## src/rtl/adc_rd_pkg.sv

```systemverilog
package adc_rd_pkg;
  typedef enum logic [1:0] {
    ST_IDLE  = 2'd0,
    ST_SETUP = 2'd1,
    ST_SHIFT = 2'd2,
    ST_GAP   = 2'd3
  } rd_state_t;

  function automatic int unsigned frame_len(input int unsigned res_w,
                                            input int unsigned smpl_e,
                                            input int unsigned null_e);
    return res_w + smpl_e + null_e;
  endfunction
endpackage

```

## src/rtl/adc_rd_div.sv

```systemverilog
module adc_rd_div #(
  parameter int CW = 8
) (
  input  logic          clk,
  input  logic          rst,
  input  logic          clr_i,
  input  logic [CW-1:0] half_i,
  output logic          tick_o
);
  logic [CW-1:0] cnt;
  logic [CW-1:0] half_eff;

  assign half_eff = (half_i == '0) ? CW'(1) : half_i;
  assign tick_o   = !clr_i && (cnt >= half_eff - CW'(1));

  always_ff @(posedge clk) begin
    if (rst) begin
      cnt <= '0;
    end else if (clr_i || tick_o) begin
      cnt <= '0;
    end else begin
      cnt <= cnt + CW'(1);
    end
  end


  div_range_chk: assert property (@(posedge clk) disable iff (rst)
    clr_i |=> (cnt == '0));
endmodule

```

## src/rtl/adc_rd_capture.sv

```systemverilog
module adc_rd_capture #(
  parameter int RES_W = 10,
  parameter int LEAD  = 4
) (
  input  logic             clk,
  input  logic             rst,
  input  logic             start_i,
  input  logic             sample_i,
  input  logic             sdata_i,
  output logic             last_o,
  output logic [RES_W-1:0] result_o,
  output logic             valid_o
);
  localparam int FRAME = RES_W + LEAD;
  localparam int EW    = $clog2(FRAME + 1);

  logic [EW-1:0]    ecnt;
  logic [EW-1:0]    ecnt_nx;
  logic [RES_W-1:0] shreg;
  logic [RES_W-1:0] shreg_nx;

  assign ecnt_nx = ecnt + EW'(1);
  assign last_o  = (ecnt == EW'(FRAME));

  generate
    if (RES_W > 1) begin : g_wide
      assign shreg_nx = {shreg[RES_W-2:0], sdata_i};
    end else begin : g_one
      assign shreg_nx = sdata_i;
    end
  endgenerate

  always_ff @(posedge clk) begin
    if (rst) begin
      ecnt     <= '0;
      shreg    <= '0;
      result_o <= '0;
      valid_o  <= 1'b0;
    end else begin
      valid_o <= 1'b0;
      if (start_i) begin
        ecnt <= '0;
      end else if (sample_i) begin
        ecnt <= ecnt_nx;
        if (ecnt_nx > EW'(LEAD)) shreg <= shreg_nx;
        if (ecnt_nx == EW'(FRAME)) begin
          result_o <= shreg_nx;
          valid_o  <= 1'b1;
        end
      end
    end
  end


  valid_pulse_chk: assert property (@(posedge clk) disable iff (rst)
    valid_o |=> !valid_o);

  result_hold_chk: assert property (@(posedge clk) disable iff (rst)
    !valid_o |-> $stable(result_o));

  edge_bound_chk: assert property (@(posedge clk) disable iff (rst)
    ecnt <= EW'(FRAME));
endmodule

```

## src/rtl/adc_frame_rd.sv

```systemverilog
module adc_frame_rd
  import adc_rd_pkg::*;
#(
  parameter int RES_W      = 10,
  parameter int SMPL_EDGES = 2,
  parameter int NULL_EDGES = 2,
  parameter int CW         = 8
) (
  input  logic             clk,
  input  logic             rst,
  input  logic             rd_req_i,
  output logic             rd_ready_o,
  input  logic [CW-1:0]    half_period_i,
  input  logic [CW-1:0]    setup_halves_i,
  input  logic [CW-1:0]    gap_cycles_i,
  output logic             sclk_o,
  output logic             sel_n_o,
  input  logic             sdata_i,
  output logic [RES_W-1:0] result_o,
  output logic             result_valid_o
);
  localparam int LEAD  = SMPL_EDGES + NULL_EDGES;
  localparam int FRAME = frame_len(RES_W, SMPL_EDGES, NULL_EDGES);

  rd_state_t     state;
  logic          tick;
  logic          rise;
  logic          last_edge;
  logic [CW-1:0] halves;
  logic [CW-1:0] gcnt;
  logic [CW-1:0] s_eff;
  logic [CW-1:0] g_eff;
  logic          setup_done;

  assign s_eff      = (setup_halves_i == '0) ? CW'(1) : setup_halves_i;
  assign g_eff      = (gap_cycles_i == '0) ? CW'(1) : gap_cycles_i;
  assign setup_done = (halves >= s_eff - CW'(1));
  assign rise = tick && (((state == ST_SETUP) && setup_done) ||
                         ((state == ST_SHIFT) && !sclk_o));

  adc_rd_div #(.CW(CW)) u_div (
    .clk    (clk),
    .rst    (rst),
    .clr_i  ((state == ST_IDLE) || (state == ST_GAP)),
    .half_i (half_period_i),
    .tick_o (tick)
  );

  adc_rd_capture #(.RES_W(RES_W), .LEAD(LEAD)) u_cap (
    .clk      (clk),
    .rst      (rst),
    .start_i  (state == ST_IDLE),
    .sample_i (rise),
    .sdata_i  (sdata_i),
    .last_o   (last_edge),
    .result_o (result_o),
    .valid_o  (result_valid_o)
  );

  always_ff @(posedge clk) begin
    if (rst) begin
      state      <= ST_IDLE;
      sel_n_o    <= 1'b1;
      sclk_o     <= 1'b0;
      rd_ready_o <= 1'b1;
      halves     <= '0;
      gcnt       <= '0;
    end else begin
      case (state)
        ST_IDLE: begin
          halves <= '0;
          if (rd_req_i) begin
            state      <= ST_SETUP;
            sel_n_o    <= 1'b0;
            rd_ready_o <= 1'b0;
          end
        end
        ST_SETUP: begin
          if (tick) begin
            if (setup_done) begin
              state  <= ST_SHIFT;
              sclk_o <= 1'b1;
            end else begin
              halves <= halves + CW'(1);
            end
          end
        end
        ST_SHIFT: begin
          if (tick) begin
            if (sclk_o) begin
              sclk_o <= 1'b0;
              if (last_edge) begin
                sel_n_o <= 1'b1;
                state   <= ST_GAP;
                gcnt    <= '0;
              end
            end else begin
              sclk_o <= 1'b1;
            end
          end
        end
        default: begin
          if (gcnt >= g_eff - CW'(1)) begin
            state      <= ST_IDLE;
            rd_ready_o <= 1'b1;
          end else begin
            gcnt <= gcnt + CW'(1);
          end
        end
      endcase
    end
  end


  sclk_idle_chk: assert property (@(posedge clk) disable iff (rst)
    sel_n_o |-> !sclk_o);

  accept_only_ready_chk: assert property (@(posedge clk) disable iff (rst)
    $fell(sel_n_o) |-> $past(rd_ready_o && rd_req_i));

  setup_before_rise_chk: assert property (@(posedge clk) disable iff (rst)
    $rose(sclk_o) |-> $past(!sel_n_o));

  sel_rise_at_fall_chk: assert property (@(posedge clk) disable iff (rst)
    $rose(sel_n_o) |-> $fell(sclk_o));
endmodule

```

## config.mk

```make
export PLATFORM = sky130hd
export DESIGN_NAME = adc_frame_rd
export DESIGN_NICKNAME = d
export VERILOG_FILES = /design/src/rtl/adc_rd_pkg.sv /design/src/rtl/adc_rd_div.sv /design/src/rtl/adc_rd_capture.sv /design/src/rtl/adc_frame_rd.sv
export SDC_FILE = /design/constraint.sdc
export NUM_CORES = 1
export LEC_CHECK = 0
export ABC_AREA = 1
export CAP_MARGIN = 15
export CORE_MARGIN = 3
export CORE_UTILIZATION = 46
export CTS_CLUSTER_DIAMETER = 60
export DETAILED_ROUTE_END_ITERATION = 7
export DONT_BUFFER_PORTS = 1
export GPL_TIMING_DRIVEN = 0
export PLACE_DENSITY = 0.68
export RECOVER_POWER = 50
export REMOVE_ABC_BUFFERS = 1
export SLEW_MARGIN = 30
export SYNTH_ARGS = -nofsm -noshare
export SYNTH_HDL_FRONTEND = slang
export SYNTH_SLANG_ARGS = --single-unit
```

## constraint.sdc

```tcl
create_clock -name clk -period 8.4 [get_ports clk]
set_input_delay 2.52 -clock clk [delete_from_list [all_inputs] [get_ports clk]]
set_output_delay 2.52 -clock clk [all_outputs]
set_load 0.01 [all_outputs]
```

==> impl.org <==
** Status
- The run finished with clean final reports.

** Clock network
- Clock transition at path regs :: 0.09 ns
- The clock net in this run drives a total of 53 sinks.
- Insertion delay of the later-clocked pin in the worst-skew pair :: 0.31 ns
- CTS built an H-tree with a depth of 2.
- After clock tree synthesis, the flow added hold-fix buffers numbering 0.
- Clock buffers created by TritonCTS :: 5
- CTS tree :: built
- The number of setup buffers added after CTS is 0.
- Resized Gates After CTS :: 0
- Buffer depth of the longest clock path :: 2
- Cell at the root of the clock tree :: sky130_fd_sc_hd__clkbuf_8

** Detailed routing
- The first routing iteration left 92 violations.
- Average wire length per cell after detail routing :: 10.9 µm
- Summed over all layers, the routed wires come to 6.77 mm.
- DR pass1 iterations :: 4
- DRC :: 0
- After detailed routing, the number of vias per cell comes to 4.97.
- The detail route stage leaves a number of antenna-violating nets equal to 0.
- The detailed router placed 3079 vias in this run.

** Power
- Summed over all cells, the static leakage comes to 0.00180 µW.
- For this design the ratio of total power to cell area is 172 mW/mm².
- The worst-case IR drop observed on VDD is 0.0921 mV.

** Yosys
- Mapped Avg Cell Area :: 6.74 µm²
- Number of register bits inferred by synthesis :: 53
- Post-Syn Instances :: 522
- In the synthesized netlist, the cells that appear most often are sky130_fd_sc_hd__nand2_1, sky130_fd_sc_hd__nor2_1, sky130_fd_sc_hd__inv_1, sky130_fd_sc_hd__dfxtp_1, sky130_fd_sc_hd__ha_1.
- Number of synthesized flops with an enable pin :: 0
- Sequential fraction of the synthesis area :: 30.1%
- After synthesis the cells add up to 0.00352 mm².
- The Yosys step of the flow raised 0 warnings.
- Of all cell types, the one taking the most synthesized area is sky130_fd_sc_hd__dfxtp_1.
- Post-synthesis async set-or-reset flop share :: 0%
- The top cell type by area accounts for 30.1% of the synthesized area.
- Top area cells in the synthesized netlist :: sky130_fd_sc_hd__dfxtp_1, sky130_fd_sc_hd__nand2_1, sky130_fd_sc_hd__ha_1
- Among all cell types in the netlist, the one instantiated most often is sky130_fd_sc_hd__nand2_1.
- The most used flip-flop cell after synthesis is sky130_fd_sc_hd__dfxtp_1.
- The number of different library cells used by synthesis comes to 30.

** Finish
- Number of inserted filler cells in the final layout :: 760
- Proportion of layout cells with a drive suffix above 1 :: 2.69%
- Footprint of the multi-input gates :: 0.00214 mm²
- The number of antenna diodes in the final layout is 0.
- Summing all flip-flop and latch instances after layout gives 0.00106 mm².
- Layout overhead on the synthesized area :: 4.91%
- After the last flow step, the layout net total stands at 585.

** Worst setup path
- Crit path cell chain :: inv_1 -> nand2_1 -> nor3_1 -> a21oi_1 -> ha_1 -> nand3_1 -> nor3_1 -> xor2_1 -> inv_1 -> ha_1 -> nand2_1 -> nor2_1 -> nand2_1 -> nand2_1 -> nand2_1 -> nand2_1 -> nand4_1 -> nor2_1 -> nor2_1
- STA classifies the critical path startpoint as an input port.
- For the worst setup path, the data required time is 8.61 ns.
- Largest driver fanout on the critical path :: 21
- CP endpoint kind :: flop
- Cell family with most CP delay :: simple AND/OR/NAND/NOR gates
- Slowest CP cell :: sky130_fd_sc_hd__nand4_1
- Crit-path max cell delay :: 0.64 ns
- The number of buffers and inverters on the critical path is 2.
- The most numerous cell type found on the critical path is sky130_fd_sc_hd__nand2_1.
- The critical path is of the in2reg type.
- Crit path DAT :: 5.61 ns

** STA
- Final setup fails :: 0
- Worst hold slack across all endpoints :: 0.483 ns
- After layout, the minimum clock period comes to 5.40 ns.
- For the pin with the worst max-slew slack, the measured transition is 0.781 ns.
- The number of pins with negative max-slew slack in the final report is 0.
- Count of endpoints failing hold in the final timing report :: 0
- After routing, the total negative slack on setup checks comes to 0 ns.
- Setup repair after global routing left no endpoint under its margin.
- Max Fclk :: 185 MHz
- In the finished design, the share of the clock period the worst path needs comes to 64.3%.
- The clock arrives with 0.00680 ns of skew.
- Tightest slew margin relative to the limit :: 47.8%

** Floorplanning
- Die extent in y :: 93.5 µm
- In this run the count of I/O pins placed on the die edge is 42.
- From left edge to right edge, the die measures 93.5 µm.
- The floorplan step defined a die boundary enclosing 0.00874 mm².
- The initialized floorplan defines 31 standard-cell rows.
- The core region is 0.00733 mm².
- The initial utilization of the core area, before any placement, comes to 48.0%.

** Global routing
- GRT Residual Overflow :: 0
- Largest net degree at the start of global routing :: 27
- The first global-routing pass estimated 11.7 mm of wire.
- The number of global-route vias before repair was 2815.
- GRT Util Overall :: 16.3%
- The initial antenna violation count is 0.

** Place
- Final RePlAce weighted congestion :: 0.796
- Summed over all nets, the half-perimeter wirelength after detailed placement is 5.13 mm.
- Number of port buffers :: 0

** Run
- The tool flagged a number of max-cap violations equal to 0.

** Worst hold path
- The min-delay analysis places its worst path in the category reg2reg.
metrics by stage:
stage | util [%] | std cells | worst slack (ns) | instance area [µm²] | power, µW
3_3_place_gp | 49.2 | 612 | 2.59 | 3600 | 485
2_1_floorplan | - | 513 | 3.19 | 3480 | 444
6_report | 50.4 | 620 | 3.00 | 3690 | 633
4_1_cts | 50.5 | 620 | 2.93 | 3700 | 644
5_1_grt | 50.4 | 620 | 2.54 | 3690 | 684
3_5_place_dp | 49.2 | 612 | 2.57 | 3600 | 488
tightest hold or removal path: cells and delay by family (launching register included):
family / cells / cell delay [ns]
compound gates: 1 / 0.05
flops: 1 / 0.34
buf+inv: 1 / 0.05
layout make-up:
| type | instances | area share (%) |
|---|---|---|
| Tap cell | 99 | 3.35 |
| Inverter | 73 | 7.42 |
| Multi-Input combinational cell | 387 | 57.9 |
| Clock inverter | 2 | 0.373 |
| Clock buffer | 6 | 2.24 |
| Sequential cell | 53 | 28.7 |
layout by cell type (no fill, tap or decap), types with 2 or more instances in the layout:
cell / Yosys / routed
sky130_fd_sc_hd__nor3_1: 6 / 6
sky130_fd_sc_hd__nand4_1: 14 / 14
sky130_fd_sc_hd__o21a_1: 3 / 3
sky130_fd_sc_hd__xnor2_1: 10 / 10
sky130_fd_sc_hd__o21ai_0: 11 / 11
sky130_fd_sc_hd__nand2_1: 129 / 130
sky130_fd_sc_hd__xor2_1: 16 / 16
sky130_fd_sc_hd__nor3b_1: 4 / 4
sky130_fd_sc_hd__nor2_1: 80 / 80
sky130_fd_sc_hd__o211ai_1: 2 / 2
sky130_fd_sc_hd__ha_1: 37 / 37
sky130_fd_sc_hd__a21oi_1: 34 / 34
sky130_fd_sc_hd__clkbuf_8: 0 / 6
sky130_fd_sc_hd__nand3_1: 28 / 29
sky130_fd_sc_hd__inv_1: 72 / 72
sky130_fd_sc_hd__dfxtp_1: 53 / 53
worst paths after layout:
check                                    endpoint         startpoint  depth (start not counted)  slack (ns)
worst min-delay path                    halves[5]          halves[5]                          2        0.48
worst max register to register  u_cap.result_o[1]       u_div.cnt[0]                         11        5.90
worst max-delay path            u_cap.result_o[1]  setup_halves_i[4]                         19        3.00
worst min register to register          halves[5]          halves[5]                          2        0.48
registers in the layout (all words and copies together), names as in the netlist:
| name | cells |
|---|---|
| u_cap.valid_o | 1 |
| u_div.cnt | 8 |
| gcnt | 8 |
| sel_n_o | 1 |
| state | 2 |
| sclk_o | 1 |
| u_cap.shreg | 9 |
| rd_ready_o | 1 |
| halves | 8 |
| u_cap.ecnt | 4 |
| u_cap.result_o | 10 |
routing by layer:
metal  up-vias  track usage, %  wire [µm]
met2        52            27.5       3170
met5         -               0          0
met3         7            3.70        377
li1       1663               -          -
met4         0            5.86         83
met1      1357            20.1       3130
kinds of logic (layout without fill, tap and decap cells):
family,after synthesis,count (layout),synth area share (%)
AOI/OAI and AO/OA,54,54,8.57
buffers and inverters,82,81,8.92
DFF,53,53,30.1
xor gates and xnor gates,26,26,6.47
and+or+nand+nor,270,270,32.7
adders and majority gates,37,37,13.2
power breakdown:
part           switching [µW]  leakage [µW]  internal, µW
combinational             144       0.00132          61.3
clock                    84.8     0.0000512          67.0
sequential               13.0      0.000428           263
No activity file was read; power rests on OpenSTA's default activity.
